### src/rtl/pgm_frame_pkg.sv
package pgm_frame_pkg;
   localparam logic [7:0] HDR_CMD  = 8'h01;
   localparam logic [7:0] HDR_DAT  = 8'h02;
   localparam logic [7:0] END_LAST = 8'h03;
   localparam logic [7:0] END_MORE = 8'h17;

   localparam logic [7:0] ST_UNSUP = 8'h04;
   localparam logic [7:0] ST_ACK   = 8'h06;
   localparam logic [7:0] ST_CSUM  = 8'h07;
   localparam logic [7:0] ST_NAK   = 8'h15;

   typedef enum logic [2:0] {
      P_IDLE, P_LEN, P_CODE, P_BODY, P_SUM, P_END
   } parse_t;

   function automatic logic code_known(input logic [7:0] c);
      case (c)
         8'h00, 8'h9A, 8'h20, 8'h22, 8'h40, 8'h13,
         8'h32, 8'hC0, 8'hC5, 8'hB0, 8'hA0: code_known = 1'b1;
         default:                           code_known = 1'b0;
      endcase
   endfunction
endpackage

### src/rtl/pgm_frame_csum.sv
module pgm_frame_csum #(
   parameter int BW = 8
) (
   input  logic          clk,
   input  logic          rst_n,
   input  logic          seed,
   input  logic          sub,
   input  logic [BW-1:0] din,
   output logic [BW-1:0] acc
);
   always_ff @(posedge clk or negedge rst_n) begin
      if (!rst_n)    acc <= '0;
      else if (seed) acc <= '0 - din;
      else if (sub)  acc <= acc - din;
   end
endmodule

### src/rtl/pgm_frame_cmdchk.sv
module pgm_frame_cmdchk #(
   parameter bit ACCEPT_ALL = 1'b0
) (
   input  logic [7:0] code,
   output logic       known
);
   import pgm_frame_pkg::*;
   generate
      if (ACCEPT_ALL) begin : g_any
         assign known = 1'b1;
      end else begin : g_list
         assign known = code_known(code);
      end
   endgenerate
endmodule

### src/rtl/pgm_frame_tmo.sv
module pgm_frame_tmo #(
   parameter int TMO_W = 16
) (
   input  logic             clk,
   input  logic             rst_n,
   input  logic             busy,
   input  logic             in_valid,
   input  logic [TMO_W-1:0] limit,
   output logic             expire
);
   logic [TMO_W-1:0] cnt_q;

   always_ff @(posedge clk or negedge rst_n) begin
      if (!rst_n)                cnt_q <= '0;
      else if (in_valid || !busy) cnt_q <= '0;
      else if (!expire)          cnt_q <= cnt_q + 1'b1;
      else                       cnt_q <= '0;
   end

   assign expire = busy && !in_valid && (limit != '0) && (cnt_q == limit - 1'b1);
endmodule

### src/rtl/pgm_frame_rx.sv
module pgm_frame_rx #(
   parameter int TMO_W      = 16,
   parameter bit ACCEPT_ALL = 1'b0
) (
   input  logic             clk,
   input  logic             rst_n,
   input  logic             in_valid,
   input  logic [7:0]       in_byte,
   input  logic [TMO_W-1:0] timeout_cycles,
   output logic             body_valid,
   output logic [7:0]       body_byte,
   output logic             frame_is_data,
   output logic [7:0]       cmd_code,
   output logic             more_follow,
   output logic             status_valid,
   output logic [7:0]       status_code
);
   import pgm_frame_pkg::*;

   localparam int BW    = 8;
   localparam int REM_W = BW + 1;

   generate
      if (TMO_W < 1 || TMO_W > 32) begin : g_bad_tmo
         $error("pgm_frame_rx: TMO_W out of range");
      end
   endgenerate

   parse_t           st_q;
   logic [REM_W-1:0] rem_q;
   logic             sum_ok_q;
   logic [BW-1:0]    acc;
   logic             known;
   logic             expire;
   logic             seed, sub, good_end;

   assign seed     = in_valid && (st_q == P_LEN);
   assign sub      = in_valid && (st_q == P_CODE || st_q == P_BODY);
   assign good_end = (in_byte == END_LAST) || (frame_is_data && in_byte == END_MORE);

   pgm_frame_csum #(.BW(BW)) u_csum (
      .clk(clk), .rst_n(rst_n), .seed(seed), .sub(sub), .din(in_byte), .acc(acc)
   );

   pgm_frame_cmdchk #(.ACCEPT_ALL(ACCEPT_ALL)) u_cmd (
      .code(cmd_code), .known(known)
   );

   pgm_frame_tmo #(.TMO_W(TMO_W)) u_tmo (
      .clk(clk), .rst_n(rst_n), .busy(st_q != P_IDLE), .in_valid(in_valid),
      .limit(timeout_cycles), .expire(expire)
   );

   always_ff @(posedge clk or negedge rst_n) begin
      if (!rst_n) begin
         st_q          <= P_IDLE;
         rem_q         <= '0;
         sum_ok_q      <= 1'b0;
         body_valid    <= 1'b0;
         body_byte     <= '0;
         frame_is_data <= 1'b0;
         cmd_code      <= '0;
         more_follow   <= 1'b0;
         status_valid  <= 1'b0;
         status_code   <= '0;
      end else begin
         body_valid   <= 1'b0;
         status_valid <= 1'b0;
         if (expire) begin
            st_q <= P_IDLE;
         end else if (in_valid) begin
            case (st_q)
               P_IDLE: begin
                  if (in_byte == HDR_CMD) begin
                     frame_is_data <= 1'b0;
                     st_q          <= P_LEN;
                  end else if (in_byte == HDR_DAT) begin
                     frame_is_data <= 1'b1;
                     st_q          <= P_LEN;
                  end
               end
               P_LEN: begin
                  if (!frame_is_data && in_byte == '0) begin
                     status_valid <= 1'b1;
                     status_code  <= ST_NAK;
                     st_q         <= P_IDLE;
                  end else if (frame_is_data) begin
                     rem_q <= (in_byte == '0) ? REM_W'(1 << BW) : REM_W'(in_byte);
                     st_q  <= P_BODY;
                  end else begin
                     rem_q <= REM_W'(in_byte);
                     st_q  <= P_CODE;
                  end
               end
               P_CODE: begin
                  cmd_code <= in_byte;
                  rem_q    <= rem_q - 1'b1;
                  st_q     <= (rem_q == REM_W'(1)) ? P_SUM : P_BODY;
               end
               P_BODY: begin
                  body_valid <= 1'b1;
                  body_byte  <= in_byte;
                  rem_q      <= rem_q - 1'b1;
                  if (rem_q == REM_W'(1)) st_q <= P_SUM;
               end
               P_SUM: begin
                  sum_ok_q <= (in_byte == acc);
                  st_q     <= P_END;
               end
               P_END: begin
                  status_valid <= 1'b1;
                  if (!good_end)                     status_code <= ST_NAK;
                  else if (!sum_ok_q)                status_code <= ST_CSUM;
                  else if (!frame_is_data && !known) status_code <= ST_UNSUP;
                  else                               status_code <= ST_ACK;
                  if (good_end && frame_is_data) more_follow <= (in_byte == END_MORE);
                  st_q <= P_IDLE;
               end
               default: st_q <= P_IDLE;
            endcase
         end
      end
   end

   // only the four defined outcome codes can be reported
   a_r5_status_legal: assert property (@(posedge clk) disable iff (!rst_n)
      status_valid |-> (status_code == ST_ACK || status_code == ST_UNSUP ||
                        status_code == ST_CSUM || status_code == ST_NAK));

   // a streamed byte and a status never share a cycle
   a_r3_stream_excl: assert property (@(posedge clk) disable iff (!rst_n)
      !(body_valid && status_valid));

   // a timeout drops to idle and reports nothing
   a_r11_timeout_silent: assert property (@(posedge clk) disable iff (!rst_n)
      expire |=> (st_q == P_IDLE && !status_valid));

   // zero-length command frame is refused right after its length byte
   a_r8_len_zero_nak: assert property (@(posedge clk) disable iff (!rst_n)
      (st_q == P_LEN && in_valid && !frame_is_data && in_byte == 8'h00 && !expire)
      |=> (status_valid && status_code == ST_NAK));

   // an accepted data frame ending in the continue marker raises more_follow
   a_r10_more_set: assert property (@(posedge clk) disable iff (!rst_n)
      (st_q == P_END && in_valid && frame_is_data && in_byte == END_MORE)
      |=> more_follow);
endmodule

### config.mk
export PLATFORM = sky130hd
export DESIGN_NAME = pgm_frame_rx
export DESIGN_NICKNAME = d
export VERILOG_FILES = /design/src/rtl/pgm_frame_pkg.sv /design/src/rtl/pgm_frame_csum.sv /design/src/rtl/pgm_frame_cmdchk.sv /design/src/rtl/pgm_frame_tmo.sv /design/src/rtl/pgm_frame_rx.sv
export SDC_FILE = /design/constraint.sdc
export NUM_CORES = 1
export LEC_CHECK = 0
export ABC_AREA = 1
export CORE_MARGIN = 5
export CORE_UTILIZATION = 35
export DETAILED_ROUTE_END_ITERATION = 12
export HOLD_SLACK_MARGIN = 0.02
export SLEW_MARGIN = 20
export SYNTH_ARGS = -nofsm -noshare
export SYNTH_HDL_FRONTEND = slang
export SYNTH_HIERARCHICAL = 1
export SYNTH_SLANG_ARGS = --single-unit
### constraint.sdc
create_clock -name clk -period 2.7 [get_ports clk]
set_input_delay 0.27 -clock clk [delete_from_list [all_inputs] [get_ports clk]]
set_output_delay 0.27 -clock clk [all_outputs]
set_load 0.02 [all_outputs]
Word-level counts from Yosys, hierarchy flattened --
Cells that the tools add are included.
Word-level totals: input port bits 27, flip-flop bits (word level) 65, logic and storage cells 112, output and inout port bits 28
Cells by class: muxes and demuxes 32, equal/unequal tests 26, reduce and logical (&&, ||, !) cells 36, bitwise logic cells 1, add/sub/neg operators 5
Operator list (number):
- equality test 8 bit, second input constant | 5
- 2-to-1 mux 16 bit | 2
- 2-to-1 mux 9 bit | 3
- equality test 8 x 6 -> 1 bit, second input constant | 3
- 2-to-1 mux 8 bit | 3
- 2-to-1 mux 3 bit | 6
- one-hot mux 9 bit (2 select lines) | 1
- adder 16 x 1 -> 16 bit, second input constant | 1
- equality test 16 bit | 1
- equality test 8 x 2 -> 1 bit, second input constant | 2
- equality test 8 x 5 -> 1 bit, second input constant | 2
- logical NOT 8 bit | 2
- one-hot mux 8 bit (2 select lines) | 1
- AND reduction 4 bit | 4
- nonzero test 16 bit | 1
- subtractor 16 x 1 -> 16 bit, second input constant | 1
- one-hot mux 3 bit (5 select lines) | 1
- AND reduction 3 bit | 4
- OR reduction 11 bit | 1
- 2-to-1 mux 1 bit | 10
- nonzero test 2 bit | 5
- equality test 9 x 1 -> 1 bit, second input constant | 1
- logical AND 1 bit | 9
- subtractor 9 x 1 -> 9 bit, second input constant | 1
- 21 further kinds | 30

Longest topological paths before layout --
depth after elaboration 9, mapped depth 20, mapped depth without buffers 19

By module --
Netlist, hierarchy kept.
Modules (own cells, without submodules):
- pgm_frame_rx | cells an instance 302, instances 1, sequential area each 925.9 sq um, area each 2142.1 sq um
- pgm_frame_tmo | cells an instance 279, instances 1, sequential area each 400.4 sq um, area each 1684.1 sq um
- pgm_frame_csum | cells an instance 108, instances 1, sequential area each 200.2 sq um, area each 737.0 sq um
- pgm_frame_cmdchk | cells an instance 42, instances 1, sequential area each 0.0 sq um, area each 163.9 sq um

Worst setup path before layout --
No wires, ideal clock.
kind register -> register, start register st_q[0], end register status_code[2], path slack 0.500 ns, buffers on the path 0, stages on the path, launching flop included 17, setup time 0.127 ns, period minus slack after synthesis 2.200 ns, data required time 2.573 ns, arrival time 2.072 ns, path through dfrtp_1 -> nor2_1 -> nand2_1 -> inv_1 -> nor2_1 -> nand3_1 -> nor2_1 -> nand2_1 -> nor2_1 -> nand4_1 -> nor2_1 -> inv_1 -> nand2_1 -> nor2_1 -> nand2_1 -> inv_1 -> or2_2
Between the ends: cells in the longest elaborated chain, start to end 6, elaborated cells on any way between the ends 11, those cells by class eq/ne (3); mux (1); bitwise (1); reduce/logical (6)
RTL lines:
- start: declaration | RTL line pgm_frame_rx.sv:29 | parse_t st_q;
- start signal: assignment | RTL line pgm_frame_rx.sv:98 | st_q <= (rem_q == REM_W'(1)) ? P_SUM : P_BODY;
- nonzero test 3 bit | RTL line pgm_frame_rx.sv:50 | .clk(clk), .rst_n(rst_n), .busy(st_q != P_IDLE), .in_valid(in_valid),
- logical AND 1 bit (3 in a row) | RTL line pgm_frame_tmo.sv:20 | assign expire = busy && !in_valid && (limit != '0) && (cnt_q == limit - 1'b1);
- net expire | RTL line pgm_frame_rx.sv:34 | logic expire;
- inverter 1 bit (no source line)
- AND reduction 4 bit (no source line)
- end signal: assignment | RTL line pgm_frame_rx.sv:65 | status_code <= '0;
- end signal: assignment | RTL line pgm_frame_rx.sv:85 | status_code <= ST_NAK;
- end signal: assignment | RTL line pgm_frame_rx.sv:112 | if (!good_end) status_code <= ST_NAK;
- end: declaration | RTL line pgm_frame_rx.sv:16 | output logic [7:0] status_code
The timed path passes the listed nets, and every way through them passes these cells. A chain may end at the register's enable or synchronous reset.

Final worst setup path --
start register st_q[1], end register status_code[2]
Same word-level chain as after synthesis.

==> qor.csv <==
stage;metric;value;unit
detailed_routing;wl;11760;microns
synthesis;synth_area;4727;sq um
grt;grt-ovfl-total;0;
clock_tree;clk_pin_slew;50;ps
grt;grtUsageMet3;3.048;%
clock_tree;cts_buffers;9;
synthesis;synthTopCellsByArea;dfrtp_1, nand2_1, nor2_1;
synthesis;syn_avg_cell_area;6.467;sq um
clock_tree;tritoncts;done;
timing;drv_slew;0;
floorplanning;start_util;35.70;%
detailed_routing;drt_iter0_markers;274;
clock_tree;clock_sinks;61;
clock_tree;h-tree-depth;3;
detailed_routing;dr.pass1.iters;5;
detailed_routing;num_vias;4454;
setup_path;crit_top_cell;nor2_1;
pwr;vdd_drop_max;593.2;uV
run_status;status;complete, no violations;
setup_path;slowest_stage;dfrtp_1;
placement;gp_congestion;0.8536;
synthesis;yosysUniqueCellTypes;36;
setup_path;critPathMaxFanout;5;
synthesis;yosysMostFrequentCell;nand2_1;
grt;grt_use_total;15.47;%
timing;min_period;2418;ps
pwr;power_density;886.1;nW/um^2
setup_path;reg2reg_slack;280;ps
synthesis;ys_warn_count;6;
timing;tightest_slew;653.8;ps
setup_path;required;2910;ps
synthesis;yosysSeqAreaShare;32.29;%
clock_tree;clock_path_buffers;2;
finish;fillers;1397;
timing;hold-worst-slack;484.8;ps
floorplanning;die_area;15930;sq um
min_path;whs_path_depth;2;
setup_path;crit_chain;nor2_1 > nand2_1 > inv_1 > nor2_1 > nand3_1 > nor2_1 > nand2_1 > nor2_1 > nand4_1 > nor2_2 > inv_1 > nand2_1 > nor2_1 > nand2_1 > inv_1 > or2_2;
setup_path;max_stage_delay;420;ps
finish;nets;845;
floorplanning;die_h;126.2;microns
timing;hold_violations;0;
pwr;finalPower;5.242;mW
floorplanning;core_area;13240;sq um
setup_path;reg2reg_depth;16;
detailed_routing;wire_per_inst;11.94;microns
clock_tree;cts_setup_buffers;0;
detailed_routing;drc;0;
timing;max_freq;413.6;MHz
placement;place_hpwl;9210;microns
detailed_routing;routed_via_density;4.522;
grt;first_global_vias;4419;
floorplanning;row_count;42;
synthesis;synth-main-ff-cell;dfrtp_1;
timing;relSlewSlack;56.41;%
timing;rsz0062_at_grt;no;
setup_path;critPathBufInv;3;
timing;setup_viol;0;
flow_run;maxCapViolations;0;
synthesis;synth_common_cells;nand2_1, nor2_1, inv_1, dfrtp_1, nand3_1;
synthesis;async_flop_share;100.0;%
synthesis;synth_edf_count;0;
floorplanning;die_w;126.2;microns
timing;skew;9.859;ps
grt;use_met1;19.28;%
grt;grt_start_max_net_pins;37;
grt;grt_pass1_wl;20110;microns
clock_tree;clock_latency;340;ps
detailed_routing;detail-route-antenna-nets;0;
pwr;leakage;3.063;nW
setup_path;critical_path_class;flip-flop to flip-flop;
setup_path;worst_setup_path_end_kind;flip-flop;
clock_tree;clockRootBuffer;clkbuf_16;
setup_path;start_kind;flip-flop;
floorplanning;io_pins;55;
grt;top_usage_layer;met2;
placement;port_buffers;50;
setup_path;crit_family;simple AND/OR/NAND/NOR gates;
grt;use_met2;26.04;%
synthesis;netlist.area_leader.share;32.29;%
setup_path;cp.depth;16;
grt;antenna_found_initial;0;
finish;n_antenna_cell;0;
finish;drive_gt1_share;9.642;%
setup_path;worstPathArrival;2630;ps
min_path;hold_class;flip-flop to flip-flop;
synthesis;synth_top_area_cell;dfrtp_1;
finish;synthToLayoutAreaGrowth;25.15;%
synthesis;syn_inst;731;
timing;min_period_over_period;89.55;%
synthesis;ys_ff_latch;61;
[path summary, 6_finish.rpt]
path,from,end
setup / recovery,st_q[1],status_code[2]
hold / removal,status_code[0],status_code[0]
setup reg to reg,st_q[1],status_code[2]
hold reg to reg,status_code[0],status_code[0]
max in group asynchronous,rst_n,st_q[2]
min in group asynchronous,rst_n,u_csum/acc[2]
[metrics by stage]
stage               TNS, ps  cell area [sq um]  setup WS [ps]  std cells  util (%)
CTS                       0               5913          241.3        985     44.65
global placement     -33.12               5540         -17.88        969     41.84
global route              0               5916          21.47        985     44.67
floorplan                 0               4738          500.4        734         -
detailed placement   -228.6               5540         -38.01        969     41.84
finish                    0               5916          282.2        985     44.67
[tightest hold or removal path, cell delays in order, from the launching register on]
cell and delay, ps:
dfrtp_1 340, nand2_1 50, nand2_1 50
[cell families after synthesis]
kind of cell               Yosys count  synth area share [%]
and+or+nand+nor                    449                 40.60
buffers and inverters              124                 11.28
DFF                                 61                 32.29
AOI/OAI and AO/OA                   50                 6.035
xor gates and xnor gates            33                 6.114
adders and majority gates           13                 3.600
other                                1               0.07933
[power by group]
group          internal, mW  leakage [nW]  total [mW]  switching [mW]
Clock                  1.01         0.176        1.42           0.403
Sequential             1.21         0.780        1.47           0.264
Combinational         0.976          2.11        2.35            1.38
Total                  3.20          3.06        5.24            2.04
[flip-flops by register name, indices dropped and copies added (netlist names)]
name / cells
st_q: 3
frame_is_data: 1
more_follow: 1
status_code: 4
u_csum/acc: 8
body_byte: 8
status_valid: 1
sum_ok_q: 1
rem_q: 9
u_tmo/cnt_q: 16
body_valid: 1
cmd_code: 8
[cell type report]
type,instances,area (sq um),area share [%]
clock buffer,11,242.7,4.103
clock inverter,4,120.1,2.030
timing repair buffer,73,708.2,11.97
inverter,111,416.7,7.043
sequential,61,1526,25.80
multi-input combinational,549,2681,45.33
tap,176,220.2,3.723
[layout by cell type, fill, tap and decap left out, types with 4 or more instances in the layout]
master,n
dfrtp_1,61
buf_4,19
conb_1,4
nand3b_1,9
o21ai_0,30
a21oi_1,8
ha_1,12
inv_2,8
nor2_1,103
nand4_1,5
inv_1,103
nand2_1,247
xnor2_1,15
nor2_2,11
o22ai_1,4
bufinv_16,4
clkbuf_16,9
nand3_1,46
nand2_2,5
clkdlybuf4s50_1,49
nor3_1,11
xor2_1,18
[metal layers]
layer  up-vias  routed length, microns
li1       2393                       -
met1      1961                    5582
met2        84                    5328
met3        16                     572
met4         0                     278
met5         -                       0
[timing repair]
| action | 4_1_cts | 5_1_grt |
|---|---|---|
| endpoints found under the setup margin | 0 | 2 |
| hold endpoints to repair | 25 | 0 |
| gates resized for setup | 0 | 1 |
| hold buffers | 1 | 0 |
(Power assumes the default switching activity.)
